<file path="src/rtl/rtc_cal_pkg.sv">
package rtc_cal_pkg;

    localparam int ADDR_W   = 4;
    localparam int DATA_W   = 8;
    localparam int WDAY_MAX = 6;

    typedef enum logic [ADDR_W-1:0] {
        RA_SEC  = 4'd0,
        RA_MIN  = 4'd1,
        RA_HOUR = 4'd2,
        RA_WDAY = 4'd3,
        RA_DAY  = 4'd4,
        RA_MON  = 4'd5,
        RA_YEAR = 4'd6,
        RA_CTL1 = 4'd14,
        RA_CTL2 = 4'd15
    } reg_addr_e;

    typedef struct packed {
        logic [6:0] sec;
        logic [6:0] min;
        logic [5:0] hr;
    } tod_t;

    typedef struct packed {
        logic [2:0] wday;
        logic [5:0] day;
        logic [4:0] mon;
        logic       cent;
        logic [7:0] year;
    } cal_t;

    // Two-digit BCD increment (no wrap handling; callers decide the limit).
    function automatic logic [7:0] bcd_inc(input logic [7:0] v);
        if (v[3:0] >= 4'd9) bcd_inc = {v[7:4] + 4'd1, 4'd0};
        else                bcd_inc = {v[7:4], v[3:0] + 4'd1};
    endfunction

    // A BCD year is a multiple of four when: tens even and units in {0,4,8},
    // or tens odd and units in {2,6}.
    function automatic logic leap_bcd(input logic [7:0] y);
        if (!y[4]) leap_bcd = (y[3:0] == 4'd0) || (y[3:0] == 4'd4) || (y[3:0] == 4'd8);
        else       leap_bcd = (y[3:0] == 4'd2) || (y[3:0] == 4'd6);
    endfunction

    function automatic logic [5:0] month_len(input logic [4:0] m, input logic leap);
        case (m)
            5'h02:                      month_len = leap ? 6'h29 : 6'h28;
            5'h04, 5'h06, 5'h09, 5'h11: month_len = 6'h30;
            default:                    month_len = 6'h31;
        endcase
    endfunction

endpackage

</file>
<file path="src/rtl/rtc_tod_unit.sv">
module rtc_tod_unit
    import rtc_cal_pkg::*;
(
    input  logic       clk,
    input  logic       rst,
    input  logic       tick,
    input  logic       mode24,
    input  logic       we_sec,
    input  logic       we_min,
    input  logic       we_hr,
    input  logic [6:0] wdata,
    output tod_t       tod,
    output logic       day_step
);

    tod_t nxt;
    logic sec_wrap;
    logic min_wrap;

    always_comb begin
        sec_wrap = (tod.sec == 7'h59);
        min_wrap = sec_wrap && (tod.min == 7'h59);
        nxt      = tod;
        day_step = 1'b0;
        if (tick) begin
            nxt.sec = sec_wrap ? 7'h00 : 7'(bcd_inc({1'b0, tod.sec}));
            if (sec_wrap)
                nxt.min = (tod.min == 7'h59) ? 7'h00 : 7'(bcd_inc({1'b0, tod.min}));
            if (min_wrap) begin
                if (mode24) begin
                    if (tod.hr == 6'h23) begin
                        nxt.hr   = 6'h00;
                        day_step = 1'b1;
                    end else begin
                        nxt.hr = 6'(bcd_inc({2'b00, tod.hr}));
                    end
                end else begin
                    // bit 5 = PM, bits 4:0 = BCD 1..12
                    if (tod.hr[4:0] == 5'h12) begin
                        nxt.hr = {tod.hr[5], 5'h01};
                    end else if (tod.hr[4:0] == 5'h11) begin
                        nxt.hr   = {~tod.hr[5], 5'h12};
                        day_step = tod.hr[5];
                    end else begin
                        nxt.hr = {tod.hr[5], 5'(bcd_inc({3'b000, tod.hr[4:0]}))};
                    end
                end
            end
        end
        // Writes override only their own field; carries above used old values.
        if (we_sec) nxt.sec = wdata[6:0];
        if (we_min) nxt.min = wdata[6:0];
        if (we_hr)  nxt.hr  = wdata[5:0];
    end

    always_ff @(posedge clk) begin
        if (rst) tod <= '{sec: 7'h00, min: 7'h00, hr: 6'h12};
        else     tod <= nxt;
    end

endmodule

</file>
<file path="src/rtl/rtc_date_unit.sv">
module rtc_date_unit
    import rtc_cal_pkg::*;
(
    input  logic              clk,
    input  logic              rst,
    input  logic              day_step,
    input  logic              we_wday,
    input  logic              we_day,
    input  logic              we_mon,
    input  logic              we_year,
    input  logic [DATA_W-1:0] wdata,
    output cal_t              cal
);

    cal_t nxt;
    logic day_last;
    logic mon_last;

    always_comb begin
        day_last = (cal.day == month_len(cal.mon, leap_bcd(cal.year)));
        mon_last = day_last && (cal.mon == 5'h12);
        nxt      = cal;
        if (day_step) begin
            nxt.wday = (cal.wday >= 3'(WDAY_MAX)) ? 3'd0 : cal.wday + 3'd1;
            nxt.day  = day_last ? 6'h01 : 6'(bcd_inc({2'b00, cal.day}));
            if (day_last)
                nxt.mon = (cal.mon == 5'h12) ? 5'h01 : 5'(bcd_inc({3'b000, cal.mon}));
            if (mon_last) begin
                if (cal.year == 8'h99) begin
                    nxt.year = 8'h00;
                    nxt.cent = ~cal.cent;
                end else begin
                    nxt.year = bcd_inc(cal.year);
                end
            end
        end
        if (we_wday) nxt.wday = wdata[2:0];
        if (we_day)  nxt.day  = wdata[5:0];
        if (we_mon) begin
            nxt.mon  = wdata[4:0];
            nxt.cent = wdata[7];
        end
        if (we_year) nxt.year = wdata;
    end

    always_ff @(posedge clk) begin
        if (rst) cal <= '{wday: 3'd0, day: 6'h01, mon: 5'h01, cent: 1'b0, year: 8'h00};
        else     cal <= nxt;
    end

endmodule

</file>
<file path="src/rtl/rtc_ctrl_unit.sv">
module rtc_ctrl_unit (
    input  logic clk,
    input  logic rst,
    input  logic vlow_in,
    input  logic we_ctl1,
    input  logic we_ctl2,
    input  logic wd_mode24,
    input  logic wd_osc,
    input  logic wd_vlow,
    output logic mode24,
    output logic osc_flag,
    output logic vlow_flag
);

    always_ff @(posedge clk) begin
        if (rst) begin
            mode24    <= 1'b0;
            osc_flag  <= 1'b1;
            vlow_flag <= 1'b0;
        end else begin
            if (we_ctl1) mode24 <= wd_mode24;
            // only a zero written clears; a one never sets
            if (we_ctl2 && !wd_osc) osc_flag <= 1'b0;
            // a live low-voltage indication wins over a clearing write
            if (vlow_in)                  vlow_flag <= 1'b1;
            else if (we_ctl2 && !wd_vlow) vlow_flag <= 1'b0;
        end
    end

endmodule

</file>
<file path="src/rtl/rtc_calendar_core.sv">
module rtc_calendar_core
    import rtc_cal_pkg::*;
(
    input  logic              clk,
    input  logic              rst,
    input  logic              tick_1hz,
    input  logic              volt_low_in,
    input  logic              reg_we,
    input  logic [ADDR_W-1:0] reg_addr,
    input  logic [DATA_W-1:0] reg_wdata,
    output logic [DATA_W-1:0] reg_rdata,
    output logic              osc_stopped
);

    tod_t tod;
    cal_t cal;
    logic day_step;
    logic mode24;
    logic osc_flag;
    logic vlow_flag;

    logic we_sec, we_min, we_hr, we_wday, we_day, we_mon, we_year, we_ctl1, we_ctl2;

    assign we_sec  = reg_we && (reg_addr == RA_SEC);
    assign we_min  = reg_we && (reg_addr == RA_MIN);
    assign we_hr   = reg_we && (reg_addr == RA_HOUR);
    assign we_wday = reg_we && (reg_addr == RA_WDAY);
    assign we_day  = reg_we && (reg_addr == RA_DAY);
    assign we_mon  = reg_we && (reg_addr == RA_MON);
    assign we_year = reg_we && (reg_addr == RA_YEAR);
    assign we_ctl1 = reg_we && (reg_addr == RA_CTL1);
    assign we_ctl2 = reg_we && (reg_addr == RA_CTL2);

    rtc_tod_unit u_tod (
        .clk      (clk),
        .rst      (rst),
        .tick     (tick_1hz),
        .mode24   (mode24),
        .we_sec   (we_sec),
        .we_min   (we_min),
        .we_hr    (we_hr),
        .wdata    (reg_wdata[6:0]),
        .tod      (tod),
        .day_step (day_step)
    );

    rtc_date_unit u_date (
        .clk      (clk),
        .rst      (rst),
        .day_step (day_step),
        .we_wday  (we_wday),
        .we_day   (we_day),
        .we_mon   (we_mon),
        .we_year  (we_year),
        .wdata    (reg_wdata),
        .cal      (cal)
    );

    rtc_ctrl_unit u_ctrl (
        .clk       (clk),
        .rst       (rst),
        .vlow_in   (volt_low_in),
        .we_ctl1   (we_ctl1),
        .we_ctl2   (we_ctl2),
        .wd_mode24 (reg_wdata[5]),
        .wd_osc    (reg_wdata[4]),
        .wd_vlow   (reg_wdata[6]),
        .mode24    (mode24),
        .osc_flag  (osc_flag),
        .vlow_flag (vlow_flag)
    );

    always_comb begin
        case (reg_addr)
            RA_SEC:  reg_rdata = {1'b0, tod.sec};
            RA_MIN:  reg_rdata = {1'b0, tod.min};
            RA_HOUR: reg_rdata = {2'b00, tod.hr};
            RA_WDAY: reg_rdata = {5'b00000, cal.wday};
            RA_DAY:  reg_rdata = {2'b00, cal.day};
            RA_MON:  reg_rdata = {cal.cent, 2'b00, cal.mon};
            RA_YEAR: reg_rdata = cal.year;
            RA_CTL1: reg_rdata = {2'b00, mode24, 5'b00000};
            RA_CTL2: reg_rdata = {1'b0, vlow_flag, 1'b0, osc_flag, 4'b0000};
            default: reg_rdata = '0;
        endcase
    end

    assign osc_stopped = osc_flag;

endmodule

</file>
<file path="config.mk">
export PLATFORM = sky130hd
export DESIGN_NAME = rtc_calendar_core
export DESIGN_NICKNAME = d
export VERILOG_FILES = /design/src/rtl/rtc_cal_pkg.sv /design/src/rtl/rtc_tod_unit.sv /design/src/rtl/rtc_date_unit.sv /design/src/rtl/rtc_ctrl_unit.sv /design/src/rtl/rtc_calendar_core.sv
export SDC_FILE = /design/constraint.sdc
export NUM_CORES = 1
export LEC_CHECK = 0
export BUFFER_PORTS_ARGS = -buffer_cell sky130_fd_sc_hd__buf_2
export CELL_PAD_IN_SITES_DETAIL_PLACEMENT = 2
export CELL_PAD_IN_SITES_GLOBAL_PLACEMENT = 2
export CORE_MARGIN = 3
export CORE_UTILIZATION = 34
export CTS_CLUSTER_DIAMETER = 40
export DETAILED_ROUTE_END_ITERATION = 7
export PLACE_DENSITY = 0.81
export REMOVE_ABC_BUFFERS = 1
export SLEW_MARGIN = 5
export SYNTH_ARGS = -nofsm -noshare
export SYNTH_HDL_FRONTEND = slang
export SYNTH_HIERARCHICAL = 1
export SYNTH_SLANG_ARGS = --single-unit
</file>
<file path="constraint.sdc">
create_clock -name clk -period 2.4 [get_ports clk]
set_input_delay 0.48 -clock clk [delete_from_list [all_inputs] [get_ports clk]]
set_output_delay 0.48 -clock clk [all_outputs]
set_load 0.02 [all_outputs]
</file>
# Word-level counts from Yosys, hierarchy flattened
# Cells that the tools add are included.
# classes
n_mux	43
n_reduce_logical	54
n_eq_ne	27
add_sub_neg	14
n_lt_le_gt_ge	7
bitwise	2
# ops
op	count
case mux 8 bit (9 select lines)	1
two-way mux 6 bit	11
two-way mux 7 bit	7
adder 4 x 1 -> 4 bit, second input constant	7
nonzero test 2 bit	14
greater-or-equal comparator 4 bit, second input constant	6
two-way mux 8 bit	3
two-way mux 23 bit	1
equality test 4 x 3 -> 1 bit, second input constant	5
equality test 5 bit, second input constant	4
two-way mux 20 bit	1
two-way mux 5 bit	4
nonzero test 3 bit	6
equality test 7 bit, second input constant	2
logical AND 1 bit	13
equality test 4 x 2 -> 1 bit, second input constant	3
equality test 4 bit, second input constant	3
case mux 6 bit (2 select lines)	1
AND reduction 2 bit	6
AND reduction 3 bit	4
two-way mux 1 bit	11
equality test 5 x 3 -> 1 bit, second input constant	2
adder 3 x 1 -> 3 bit, second input constant	3
two-way mux 9 bit	1
other kinds (20)	28
# totals
inputBits	17
word_cells	165
regBits	46

# Longest topological paths before layout
# logic_depth
word_depth	11
depth_mapped	13
depth_no_buf	12

# Cells and area by module
# Netlist, hierarchy kept.
# by_module_without_submodules
mod	cells_per_inst	seq_area_each_um2	area_each_um2	n_inst
rtc_date_unit	225	460.4	1798.0	1
rtc_tod_unit	183	400.4	1481.4	1
rtc_calendar_core	73	0.0	545.5	1
rtc_ctrl_unit	10	60.1	113.9	1

# Worst setup path before layout
# No wires, ideal clock.
# synth_timing
path_type	flip-flop to flip-flop
from	register, netlist name u_tod/tod[14]
to	register, netlist name u_date/cal[4]
arrival_time_ps	2479
period_less_slack_ps	2600
path_buffers	2
setup_time_ps	121
path_stages_with_launch	14
setup_slack_ps	-200
required_ps	2279
cell_sequence	dfxtp_1 -> inv_1 -> ha_1 -> and4b_1 -> and3_4 -> nand2_1 -> a21oi_1 -> clkbuf_1 -> nand2_1 -> and4b_1 -> mux2_2 -> buf_6 -> a21oi_2 -> mux2_2
# synth_via
elab_chain_len	6
# synth_rtl
element	line	source
equality test 7 bit	rtc_tod_unit.sv:21	sec_wrap = (tod.sec == 7'h59);
logical AND 1 bit	rtc_tod_unit.sv:22	min_wrap = sec_wrap && (tod.min == 7'h59);
two-way mux 1 bit	rtc_tod_unit.sv:29	if (min_wrap) begin
two-way mux 1 bit	rtc_tod_unit.sv:25	if (tick) begin
net day_step	rtc_calendar_core.sv:17	logic day_step;
nonzero test 2 bit (no line)	--	
AND reduction 3 bit (no line)	--	
# The timed path passes the listed nets, and every way through them passes these cells.
# A chain may end at the register's enable or synchronous reset.

# Worst setup path after layout
# layout_timing
from	register, netlist name u_tod/tod[14]
to	register, netlist name u_date/cal[8]
# layout_via
elab_chain_len	6
# layout_rtl
element	line
equality test 7 bit	rtc_tod_unit.sv:21
logical AND 1 bit	rtc_tod_unit.sv:22
two-way mux 1 bit	rtc_tod_unit.sv:29
two-way mux 1 bit	rtc_tod_unit.sv:25
net day_step	rtc_calendar_core.sv:17
nonzero test 2 bit (no line)	--
AND reduction 3 bit (no line)	--
# The timed path passes the listed nets, and every way through them passes these cells.

==> impl_metrics.toml <==
[global_routing]
grtUsageTotal_pct = 29.4
antenna_found_initial = 0
grt_start_max_net_pins = 30
grt_pass1_wl_mm = 29.2
grt_pass1_vias = 4897
grt.overflow.total = 0

[setup_path]
crit_fanout = 6
r2r_end = "u_date/cal[8]"
start_kind = "register"
crit_type = "reg -> reg"
regToRegSetupSlack_ns = -0.13
endpoint_kind = "register"
rr_startpoint = "u_tod/tod[14]"
critPathArrivalTime_ns = 2.70
timing.reg2reg.worst_path_depth = 11
worstPathRequired_ns = 2.57

[yosys]
ys_ff_latch = 46
synth.avg_cell_area_um2 = 8.02
synthCells = 491
ys_seq_area_share_pct = 23.4
ys_async_sr_fraction_pct = 0
synthFlopType = "dfxtp_1"
synth_edf_count = 0
yosysUniqueCellTypes = 73
ys.warnings.count = 6
synth_area_um2 = 3940

[hold_path]
hp-start = "reg_wdata[7]"
holdPathStages = 3
holdPathEnd = "u_date/cal[7]"
hp-class = "in -> reg"

[routing]
vias_per_cell = 6.36
wl_per_cell_um = 28.4
vias = 4567
drtIter0Drc = 499
dr.pass1.iters = 6
drt_wl_total_mm = 20.4
detail-route-antenna-nets = 0
drc_errors = 0

[floorplan]
initial_core_util_pct = 35.6
rows = 38
fp.dieH_um = 114
dieArea_um2 = 12900
ios = 26
die_w_um = 114
coreArea_um2 = 11100

[power]
p_total_mw = 2.08
power_leakage_nw = 2.09
irDropWorstVdd_uv = 208
p_per_area_nw_per_um2 = 411

[placement]
gp_congestion = 0.888
dp_cells = 696
place_ws_ns = -0.310
place_hpwl_mm = 12.8
placed_cell_area_um2 = 4590
io_buffers = 25

[timing]
setup-tns-final_ns = -0.678
hold_viol = 0
relSlewSlack_pct = 53.9
fmax_mhz = 396
drv_slew = 0
fin_crit_ns = 2.53
whs_ns = 0.439
rsz0062_at_grt = "yes"
setup_viol = 10
worst_pin_slew_ns = 0.692
final.setup.worst_slack_ns = -0.126
skew_ns = 0.00950
period_share_pct = 105

[status]
outcome = "finished, violations left"
violations = "setup timing"

[layout]
seq_area_um2 = 938
diodes = 0
area_growth_pct = 28.8
layout_common_cells = "buf_4, nor2_1, nand2_1, dfxtp_1, a21oi_1"
multi_input_area_um2 = 2960
final_core_utilization_pct = 45.8
fin_nets = 624
final_area_um2 = 5070
final_cells = 718
drive_gt1_share_pct = 31.7
nFillCells = 1214
layout_commonest_cell = "buf_4"

[clocking]
h-tree-depth = 2
clock_sinks = 46
clockRootBuffer = "clkbuf_16"
cts_hold_buffers = 0
clkSlewWorstSetupHoldPaths_ns = 0.07
cts-buffers-inserted = 5
clkLatencyLatePin_ns = 0.30
cts_tree = "yes"
clockBufferDepth = 2

[job]
drv_cap = 0
how the worst max path moves through the flow:
stage / startpoint / to / slack (ns) / depth (start not counted)
2_1_floorplan: u_tod/tod[14] / u_date/cal[8] / -0.62 / 11
3_3_place_gp: u_tod/tod[14] / u_date/cal[8] / -0.10 / 11
3_5_place_dp: u_tod/tod[14] / u_date/cal[8] / -0.31 / 11
4_1_cts: u_tod/tod[14] / u_date/cal[4] / -0.02 / 12
5_1_grt: u_tod/tod[3] / u_date/cal[4] / -0.17 / 9
6_report: u_tod/tod[14] / u_date/cal[8] / -0.13 / 11
per-layer routing:
layer	routed length, um	global-route usage, %	part of all wire (%)
met2	10200	52.3	50
met4	862	10.1	4.2
met3	1220	4.14	6.0
met1	8100	36.3	40
met5	0	0	0
cell families (layout without fill, tap and decap cells):
kind of cell             Yosys count  in the layout  share of synthesized area (%)
AO/OA/AOI/OAI                    118            118                           20.7
XOR/XNOR                           6              6                           1.33
adder cells (fa/ha/maj)           30             30                           9.53
buffers and inverters             55            142                           6.23
flip-flops                        46             46                           23.4
multiplexers                      27             27                           8.07
AND/OR/NAND/NOR                  209            209                           30.8
worst max-delay path, stage by stage, from the launching register on:
cell and delay [ns]:
dfxtp_2 0.33, inv_2 0.07, ha_4 0.13, and4b_1 0.23
and3_4 0.24, nand2_4 0.07, a21oi_4 0.18, nand2_2 0.11
nor4bb_4 0.29, mux2_4 0.25, a2111oi_2 0.09, or3_1 0.41
cells in the mapped netlist (all sizes together), types with 3 or more instances:
| cell type | number | area share, % |
|---|---|---|
| nor2b | 12 | 1.9 |
| or3b | 5 | 1.1 |
| nand2b | 11 | 1.7 |
| mux4 | 3 | 1.7 |
| and4bb | 3 | 0.95 |
| ha | 30 | 9.5 |
| o31ai | 3 | 0.57 |
| a21oi | 35 | 4.5 |
| clkbuf | 13 | 1.3 |
| a221o | 4 | 1.0 |
| nor3 | 19 | 2.5 |
| nor4 | 4 | 0.79 |
| nor4b | 4 | 1.8 |
| xnor2 | 4 | 0.89 |
| nand3 | 21 | 2.7 |
| o31a | 3 | 0.67 |
| and2 | 6 | 1.0 |
| nand4 | 5 | 0.79 |
| and4b | 4 | 1.0 |
| inv | 30 | 2.9 |
| mux2 | 8 | 2.3 |
| and3 | 7 | 1.2 |
| or3 | 4 | 0.64 |
| mux2i | 16 | 4.1 |
| a221oi | 5 | 1.3 |
| a31oi | 4 | 0.64 |
| nor3b | 10 | 2.0 |
| nor2 | 41 | 3.9 |
| a211oi | 12 | 2.3 |
| o22ai | 3 | 0.48 |
| nand3b | 10 | 1.9 |
| dfxtp | 46 | 23 |
| a22oi | 8 | 1.7 |
| buf | 12 | 2.1 |
| nand2 | 38 | 3.6 |
| o21ai | 16 | 2.0 |
layout make-up:
| class | instances | area share [%] |
|---|---|---|
| repair buffers | 104 | 14.5 |
| multi-input cells | 390 | 58.4 |
| clock buffers | 7 | 2.81 |
| well taps | 140 | 3.45 |
| inverters | 30 | 2.22 |
| flip-flops and latches | 46 | 18.5 |
| clock inverters | 1 | 0.0986 |
flip-flops by register name, indices dropped and copies added, names as in the netlist:
signal and cells:
u_ctrl/vlow_flag 1, u_date/cal 23, u_ctrl/osc_flag 1, u_tod/tod 20
u_ctrl/mode24 1
where the power goes:
part | total (mW) | switching (mW) | internal, mW
logic | 0.485 | 0.291 | 0.194
registers | 0.846 | 0.0513 | 0.795
clock network | 0.753 | 0.338 | 0.415
timing repair:
item,CTS,global route
gates cloned,0,0
gates resized for setup,33,30
setup endpoints to repair,16,21
pin swaps,10,14
endpoints found under the hold margin,0,0
buffers inserted,7,8
Note: power is estimated with default switching activity, not from simulation.
